### src/rtl/cr_pkg.sv
// Package: shared index map, masks and the write-select bundle of the
// banked control register file. Assumes a 4-bit index space.
package cr_pkg;
    localparam int IDX_W = 4;

    localparam logic [IDX_W-1:0] IDX_STATUS  = 4'd0;
    localparam logic [IDX_W-1:0] IDX_COND    = 4'd1;
    localparam logic [IDX_W-1:0] IDX_SP_INT  = 4'd2;
    localparam logic [IDX_W-1:0] IDX_SP_USR  = 4'd3;
    localparam logic [IDX_W-1:0] IDX_BKPC    = 4'd6;
    localparam logic [IDX_W-1:0] IDX_BKBKST  = 4'd8;
    localparam logic [IDX_W-1:0] IDX_BKBKPC  = 4'd14;

    localparam logic [7:0] BK_ST_MASK   = 8'hC1;
    localparam logic [7:0] LIVE_ST_MASK = 8'hC0;
    localparam int         MODE_BIT     = 7;

    // One-hot write selects for the named registers
    typedef struct packed {
        logic status;
        logic cond;
        logic sp_int;
        logic sp_usr;
        logic bkpc;
        logic bkbkst;
        logic bkbkpc;
    } wr_sel_t;
endpackage

### src/rtl/cr_wr_decode.sv
// Write decoder: turns the write enable and index into one-hot selects
// for the named registers and the spare storage slots.
// Assumes the spare index range does not overlap a named index.
module cr_wr_decode
    import cr_pkg::*;
#(
    parameter int SPARE_BASE = 4,
    parameter int NUM_SPARE  = 2
) (
    input  logic                 wr_en,
    input  logic [IDX_W-1:0]     wr_idx,
    output wr_sel_t              sel,
    output logic [NUM_SPARE-1:0] spare_sel
);
    // Named register selects
    always_comb begin
        sel        = '0;
        sel.status = wr_en && (wr_idx == IDX_STATUS);
        sel.cond   = wr_en && (wr_idx == IDX_COND);
        sel.sp_int = wr_en && (wr_idx == IDX_SP_INT);
        sel.sp_usr = wr_en && (wr_idx == IDX_SP_USR);
        sel.bkpc   = wr_en && (wr_idx == IDX_BKPC);
        sel.bkbkst = wr_en && (wr_idx == IDX_BKBKST);
        sel.bkbkpc = wr_en && (wr_idx == IDX_BKBKPC);
    end

    // Spare slot selects, one per slot
    for (genvar k = 0; k < NUM_SPARE; k++) begin : g_spare_sel
        localparam logic [IDX_W-1:0] SLOT_IDX = IDX_W'(SPARE_BASE + k);
        assign spare_sel[k] = wr_en && (wr_idx == SLOT_IDX);
    end
endmodule

### src/rtl/cr_status_regs.sv
// Status state: live status byte, backup status byte, second backup
// status byte and the condition flag. The index port has priority over
// the status byte port when both write the status or the condition.
module cr_status_regs
    import cr_pkg::*;
#(
    parameter int DATA_W = 32
) (
    input  logic              clk,
    input  logic              rst_n,
    input  wr_sel_t           sel,
    input  logic [DATA_W-1:0] wr_data,
    input  logic              st_wr_en,
    input  logic [7:0]        st_wr_data,
    output logic [7:0]        live_st,
    output logic [7:0]        bk_st,
    output logic [7:0]        bkbk_st,
    output logic              cond,
    output logic              mode
);
    logic idx_owns;
    assign idx_owns = sel.status || sel.cond;
    assign mode     = live_st[MODE_BIT];

    // Live byte, backup byte and condition flag update
    always_ff @(posedge clk) begin
        if (!rst_n) begin
            live_st <= '0;
            bk_st   <= '0;
            cond    <= 1'b0;
        end else if (sel.status) begin
            live_st <= wr_data[7:0];
            bk_st   <= wr_data[15:8];
            cond    <= wr_data[0];
        end else if (sel.cond) begin
            cond    <= wr_data[0];
        end else if (st_wr_en && !idx_owns) begin
            live_st <= st_wr_data;
            cond    <= st_wr_data[0];
        end
    end

    // Second backup status byte
    always_ff @(posedge clk) begin
        if (!rst_n)
            bkbk_st <= '0;
        else if (sel.bkbkst)
            bkbk_st <= wr_data[7:0];
    end
endmodule

### src/rtl/cr_stack_bank.sv
// Stack pointer bank: keeps the inactive pointer in a save slot, redirects
// stack index accesses by mode, and swaps register 15 with the correct slot
// when a status write flips the mode bit. Assumes register 15 lives outside.
module cr_stack_bank
    import cr_pkg::*;
#(
    parameter int DATA_W = 32
) (
    input  logic              clk,
    input  logic              rst_n,
    input  logic              mode,
    input  wr_sel_t           sel,
    input  logic [DATA_W-1:0] wr_data,
    input  logic [DATA_W-1:0] sp_q,
    output logic [DATA_W-1:0] int_slot,
    output logic [DATA_W-1:0] usr_slot,
    output logic              sp_we,
    output logic [DATA_W-1:0] sp_d
);
    logic swap;
    assign swap = sel.status && (wr_data[MODE_BIT] != mode);

    // Register 15 write port: swap reload or redirected pointer write
    always_comb begin
        sp_we = 1'b0;
        sp_d  = wr_data;
        if (swap) begin
            sp_we = 1'b1;
            sp_d  = mode ? int_slot : usr_slot;
        end else if (sel.sp_int && !mode) begin
            sp_we = 1'b1;
        end else if (sel.sp_usr && mode) begin
            sp_we = 1'b1;
        end
    end

    // Interrupt save slot
    always_ff @(posedge clk) begin
        if (!rst_n)
            int_slot <= '0;
        else if (swap && !mode)
            int_slot <= sp_q;
        else if (sel.sp_int && mode)
            int_slot <= wr_data;
    end

    // User save slot
    always_ff @(posedge clk) begin
        if (!rst_n)
            usr_slot <= '0;
        else if (swap && mode)
            usr_slot <= sp_q;
        else if (sel.sp_usr && !mode)
            usr_slot <= wr_data;
    end
endmodule

### src/rtl/cr_read_mux.sv
// Read formatter: selects and formats the value for the read index.
// Unmapped indices return zero. Purely combinational.
module cr_read_mux
    import cr_pkg::*;
#(
    parameter int DATA_W     = 32,
    parameter int SPARE_BASE = 4,
    parameter int NUM_SPARE  = 2
) (
    input  logic [IDX_W-1:0]  rd_idx,
    input  logic              mode,
    input  logic [7:0]        live_st,
    input  logic [7:0]        bk_st,
    input  logic [7:0]        bkbk_st,
    input  logic              cond,
    input  logic [DATA_W-1:0] sp_q,
    input  logic [DATA_W-1:0] int_slot,
    input  logic [DATA_W-1:0] usr_slot,
    input  logic [DATA_W-1:0] bkpc,
    input  logic [DATA_W-1:0] bkbkpc,
    input  logic [DATA_W-1:0] spare [NUM_SPARE],
    output logic [DATA_W-1:0] rd_data
);
    localparam logic [DATA_W-1:0] PC_MASK = ~DATA_W'(1);

    logic [DATA_W-1:0] named_val;
    logic [DATA_W-1:0] spare_val;

    // Named register formatting
    always_comb begin
        named_val = '0;
        case (rd_idx)
            IDX_STATUS: begin
                named_val[15:8] = bk_st & BK_ST_MASK;
                named_val[7:0]  = live_st & LIVE_ST_MASK;
                named_val[0]    = cond;
            end
            IDX_COND:   named_val[0] = cond;
            IDX_SP_INT: named_val = mode ? int_slot : sp_q;
            IDX_SP_USR: named_val = mode ? sp_q : usr_slot;
            IDX_BKPC:   named_val = bkpc & PC_MASK;
            IDX_BKBKST: named_val[7:0] = bkbk_st & BK_ST_MASK;
            IDX_BKBKPC: named_val = bkbkpc & PC_MASK;
            default:    named_val = '0;
        endcase
    end

    // Spare slot selection
    always_comb begin
        spare_val = '0;
        for (int k = 0; k < NUM_SPARE; k++) begin
            if (rd_idx == IDX_W'(SPARE_BASE + k))
                spare_val = spare[k];
        end
    end

    assign rd_data = named_val | spare_val;
endmodule

### src/rtl/banked_cr_file.sv
// Top: banked control register file. Index-addressed synchronous write and
// combinational read, a byte-wide status port, and a dedicated port to
// general register 15 for stack pointer banking.
module banked_cr_file
    import cr_pkg::*;
#(
    parameter int DATA_W     = 32,
    parameter int SPARE_BASE = 4,
    parameter int NUM_SPARE  = 2
) (
    input  logic              clk,
    input  logic              rst_n,
    input  logic              cr_wr_en,
    input  logic [3:0]        cr_wr_idx,
    input  logic [31:0]       cr_wr_data,
    input  logic [3:0]        cr_rd_idx,
    output logic [31:0]       cr_rd_data,
    input  logic              st_wr_en,
    input  logic [7:0]        st_wr_data,
    output logic [7:0]        st_rd_data,
    input  logic [31:0]       sp_q,
    output logic              sp_we,
    output logic [31:0]       sp_d
);
    wr_sel_t              sel;
    logic [NUM_SPARE-1:0] spare_sel;
    logic [7:0]           live_st;
    logic [7:0]           bk_st;
    logic [7:0]           bkbk_st;
    logic                 cond;
    logic                 mode;
    logic [DATA_W-1:0]    int_slot;
    logic [DATA_W-1:0]    usr_slot;
    logic [DATA_W-1:0]    bkpc;
    logic [DATA_W-1:0]    bkbkpc;
    logic [DATA_W-1:0]    spare [NUM_SPARE];

    cr_wr_decode #(
        .SPARE_BASE(SPARE_BASE),
        .NUM_SPARE (NUM_SPARE)
    ) u_dec (
        .wr_en    (cr_wr_en),
        .wr_idx   (cr_wr_idx),
        .sel      (sel),
        .spare_sel(spare_sel)
    );

    cr_status_regs #(.DATA_W(DATA_W)) u_status (
        .clk       (clk),
        .rst_n     (rst_n),
        .sel       (sel),
        .wr_data   (cr_wr_data),
        .st_wr_en  (st_wr_en),
        .st_wr_data(st_wr_data),
        .live_st   (live_st),
        .bk_st     (bk_st),
        .bkbk_st   (bkbk_st),
        .cond      (cond),
        .mode      (mode)
    );

    cr_stack_bank #(.DATA_W(DATA_W)) u_stack (
        .clk     (clk),
        .rst_n   (rst_n),
        .mode    (mode),
        .sel     (sel),
        .wr_data (cr_wr_data),
        .sp_q    (sp_q),
        .int_slot(int_slot),
        .usr_slot(usr_slot),
        .sp_we   (sp_we),
        .sp_d    (sp_d)
    );

    // Backup program counters, stored in full
    always_ff @(posedge clk) begin
        if (!rst_n) begin
            bkpc   <= '0;
            bkbkpc <= '0;
        end else begin
            if (sel.bkpc)   bkpc   <= cr_wr_data;
            if (sel.bkbkpc) bkbkpc <= cr_wr_data;
        end
    end

    // Spare storage slots
    for (genvar k = 0; k < NUM_SPARE; k++) begin : g_spare
        always_ff @(posedge clk) begin
            if (!rst_n)
                spare[k] <= '0;
            else if (spare_sel[k])
                spare[k] <= cr_wr_data;
        end
    end

    cr_read_mux #(
        .DATA_W    (DATA_W),
        .SPARE_BASE(SPARE_BASE),
        .NUM_SPARE (NUM_SPARE)
    ) u_rd (
        .rd_idx  (cr_rd_idx),
        .mode    (mode),
        .live_st (live_st),
        .bk_st   (bk_st),
        .bkbk_st (bkbk_st),
        .cond    (cond),
        .sp_q    (sp_q),
        .int_slot(int_slot),
        .usr_slot(usr_slot),
        .bkpc    (bkpc),
        .bkbkpc  (bkbkpc),
        .spare   (spare),
        .rd_data (cr_rd_data)
    );

    assign st_rd_data = {live_st[7:1], cond};
endmodule

### config.mk
export PLATFORM = sky130hd
export DESIGN_NAME = banked_cr_file
export DESIGN_NICKNAME = d
export VERILOG_FILES = /design/src/rtl/cr_pkg.sv /design/src/rtl/cr_wr_decode.sv /design/src/rtl/cr_status_regs.sv /design/src/rtl/cr_stack_bank.sv /design/src/rtl/cr_read_mux.sv /design/src/rtl/banked_cr_file.sv
export SDC_FILE = /design/constraint.sdc
export NUM_CORES = 1
export LEC_CHECK = 0
export CORE_AREA = 2 2 182 184
export CTS_CLUSTER_SIZE = 30
export DETAILED_ROUTE_END_ITERATION = 10
export DIE_AREA = 0 0 184 186
export DONT_BUFFER_PORTS = 1
export SLEW_MARGIN = 0
export SYNTH_ARGS = -nofsm -noshare
export SYNTH_HDL_FRONTEND = slang
export SYNTH_HIERARCHICAL = 1
export SYNTH_SLANG_ARGS = --single-unit
### constraint.sdc
create_clock -name clk -period 3.5 [get_ports clk]
set_clock_uncertainty 0.1 [all_clocks]
set_input_delay 0.7 -clock clk [delete_from_list [all_inputs] [get_ports clk]]
set_output_delay 0.7 -clock clk [all_outputs]
set_load 0.02 [all_outputs]
==> impl_metrics.json <==
{
  "status": "complete, no violations",
  "maxCapViolations": 0,
  "power_mw": 5.53,
  "grt_pass1_vias": 9330,
  "wirelength_um": 38400,
  "clkSinkCount": 204,
  "num_vias": 9689,
  "report.final.hold_viol_count": 0,
  "viasPerCell": 6.13,
  "worstSetupStartpointType": "flip-flop",
  "n_antenna_cell": 0,
  "area_growth_pct": 7.25,
  "hold_class": "input port to flip-flop",
  "crit_path_cell_trace": "buf_4 > mux2_2 > a22oi_1 > nand3_1",
  "firstDrtPassIters": 5,
  "layout_min_cycle_time_ps": 3290,
  "dp_hpwl_um": 24100,
  "fin_crit_sh": 0.941,
  "placed_area_mm2": 0.0117,
  "clock-root-buffer": "clkbuf_16",
  "fp.dieH_um": 186,
  "ctsResizeCount": 0,
  "max_freq_mhz": 304,
  "cp_slowest_stage_delay_ps": 560,
  "drc": 0,
  "start_util": 0.362,
  "final_area_mm2": 0.0125,
  "cts_tree": "yes",
  "slew_viol_final": 0,
  "avgSynthCellArea_um2": 9.64,
  "drtIter0Drc": 825,
  "yosys_warnings": 6,
  "port_buffers": 0,
  "crit_slowest_cell": "buf_4",
  "tightest_slew_ps": 1010,
  "cp-end-kind": "output pin",
  "grt_first_pass_wirelength_um": 57600,
  "crit_type": "flip-flop to output pin",
  "syn_nets": 1293,
  "powerDensity_mw_per_mm2": 442,
  "clk_pin_slew_ps": 60,
  "layout.nets": 1239,
  "numCtsBuffers": 24,
  "relSlewSlack": 0.324,
  "holdWs_ps": 239,
  "synth_cells": 1209,
  "rrSetupSlack_ps": 1120,
  "grt_max_degree": 143,
  "fin_cells": 1581,
  "postCtsSetupBuffers": 0,
  "rsz0062_at_grt": "no",
  "vdd.ir_drop.worst_v": 0.000305,
  "ant_nets": 0,
  "dieArea_mm2": 0.0342,
  "cp_max_fo": 57,
  "finalSetupViolCount": 0,
  "grt.total_usage": 0.219,
  "cts_hold_buf": 0,
  "clock_path_buffers": 3,
  "post_drt_wl_per_cell_um": 24.3,
  "total_leakage_power_nw": 3.85,
  "pin_count": 157,
  "antenna_found_initial": 0,
  "insertion_delay_ps": 520,
  "fill_cells": 3194,
  "grt-ovfl-total": 0,
  "core_area_mm2": 0.0322,
  "gp_congestion": 0.754,
  "post_synth_instance_area_mm2": 0.0117,
  "tns_ps": 0,
  "cp.required_ps": 2700,
  "drive_gt1_frac": 0.198,
  "cp.arrival_ps": 2490,
  "std_cell_rows": 66,
  "placedCellCount": 1537,
  "ctsHtreeMaxLevel": 1,
  "die_w_um": 184
}
critical path, delay by kind of cell (launching register included):
kind	cells	cell delay, ps
simple gates	1	260
compound gates	1	160
flops	1	520
mux	1	410
buf+inv	1	560
metrics by stage:
| stage | utilization | setup slack (ps) |
|---|---|---|
| finish | 0.388 | 206 |
| global route | 0.388 | 73.0 |
| CTS | 0.388 | 203 |
| detailed placement | 0.363 | 295 |
| global placement | 0.363 | 334 |
| floorplan | - | 407 |
area by class of cell:
type                    count  area, um2  area share
multi-input cells         866       6620       0.530
repair buffers             52        440      0.0352
inverters                   7       26.3     0.00210
clock buffers              33        674      0.0539
flip-flops and latches    204       4090       0.327
well taps                 408        510      0.0408
clock inverters            11        144      0.0115
flip-flops by register name, summed over array words and instances (netlist names):
| signal | flops |
|---|---|
| bkbkpc | 31 |
| u_status/bk_st | 3 |
| u_status/bkbk_st | 3 |
| u_stack/int_slot | 32 |
| u_stack/usr_slot | 32 |
| u_status/live_st | 7 |
| u_status/cond | 1 |
| bkpc | 31 |
| spare | 64 |
report_power, final:
part,switching [mW],internal (mW)
clock network,1.04,1.57
logic,0.316,0.215
registers,0.0344,2.36
total,1.39,4.14
path summary, 6_finish.rpt:
kind                             from                   end  cells after the start
hold / removal               sp_q[23]  u_stack/usr_slot[23]                      2
setup / recovery  u_status/live_st[7]        cr_rd_data[30]                      4
hold reg to reg   u_stack/int_slot[2]   u_stack/int_slot[2]                      2
setup reg to reg  u_status/live_st[7]  u_stack/int_slot[13]                      5
layer usage:
layer	vias up	GRT usage	wire, um
met5	-	0	0
met4	0	0.0758	1110
met3	71	0.0434	3140
met2	401	0.366	18100
met1	4758	0.280	16100
li1	4459	-	-
placed cells by master (no fill, tap or decap), drive strengths merged, types with 2 or more instances in the layout:
master and count:
a221oi 48, or3 31, a22o 18, and2 2
o22ai 31, nand3 78, a222oi 7, bufinv 3
buf 52, or2 31, clkinv 8, mux2i 141
nand3b 3, nor4 2, nor2 14, dfxtp 204
o221ai 2, nor3b 2, o21ai 25, clkbuf 33
mux2 29, inv 6, a22oi 100, o311ai 31
nand2 8, nand2b 4, nor2b 134, and3b 2
a21oi 106, a32oi 3, nor3 4
(Power assumes the default switching activity.)
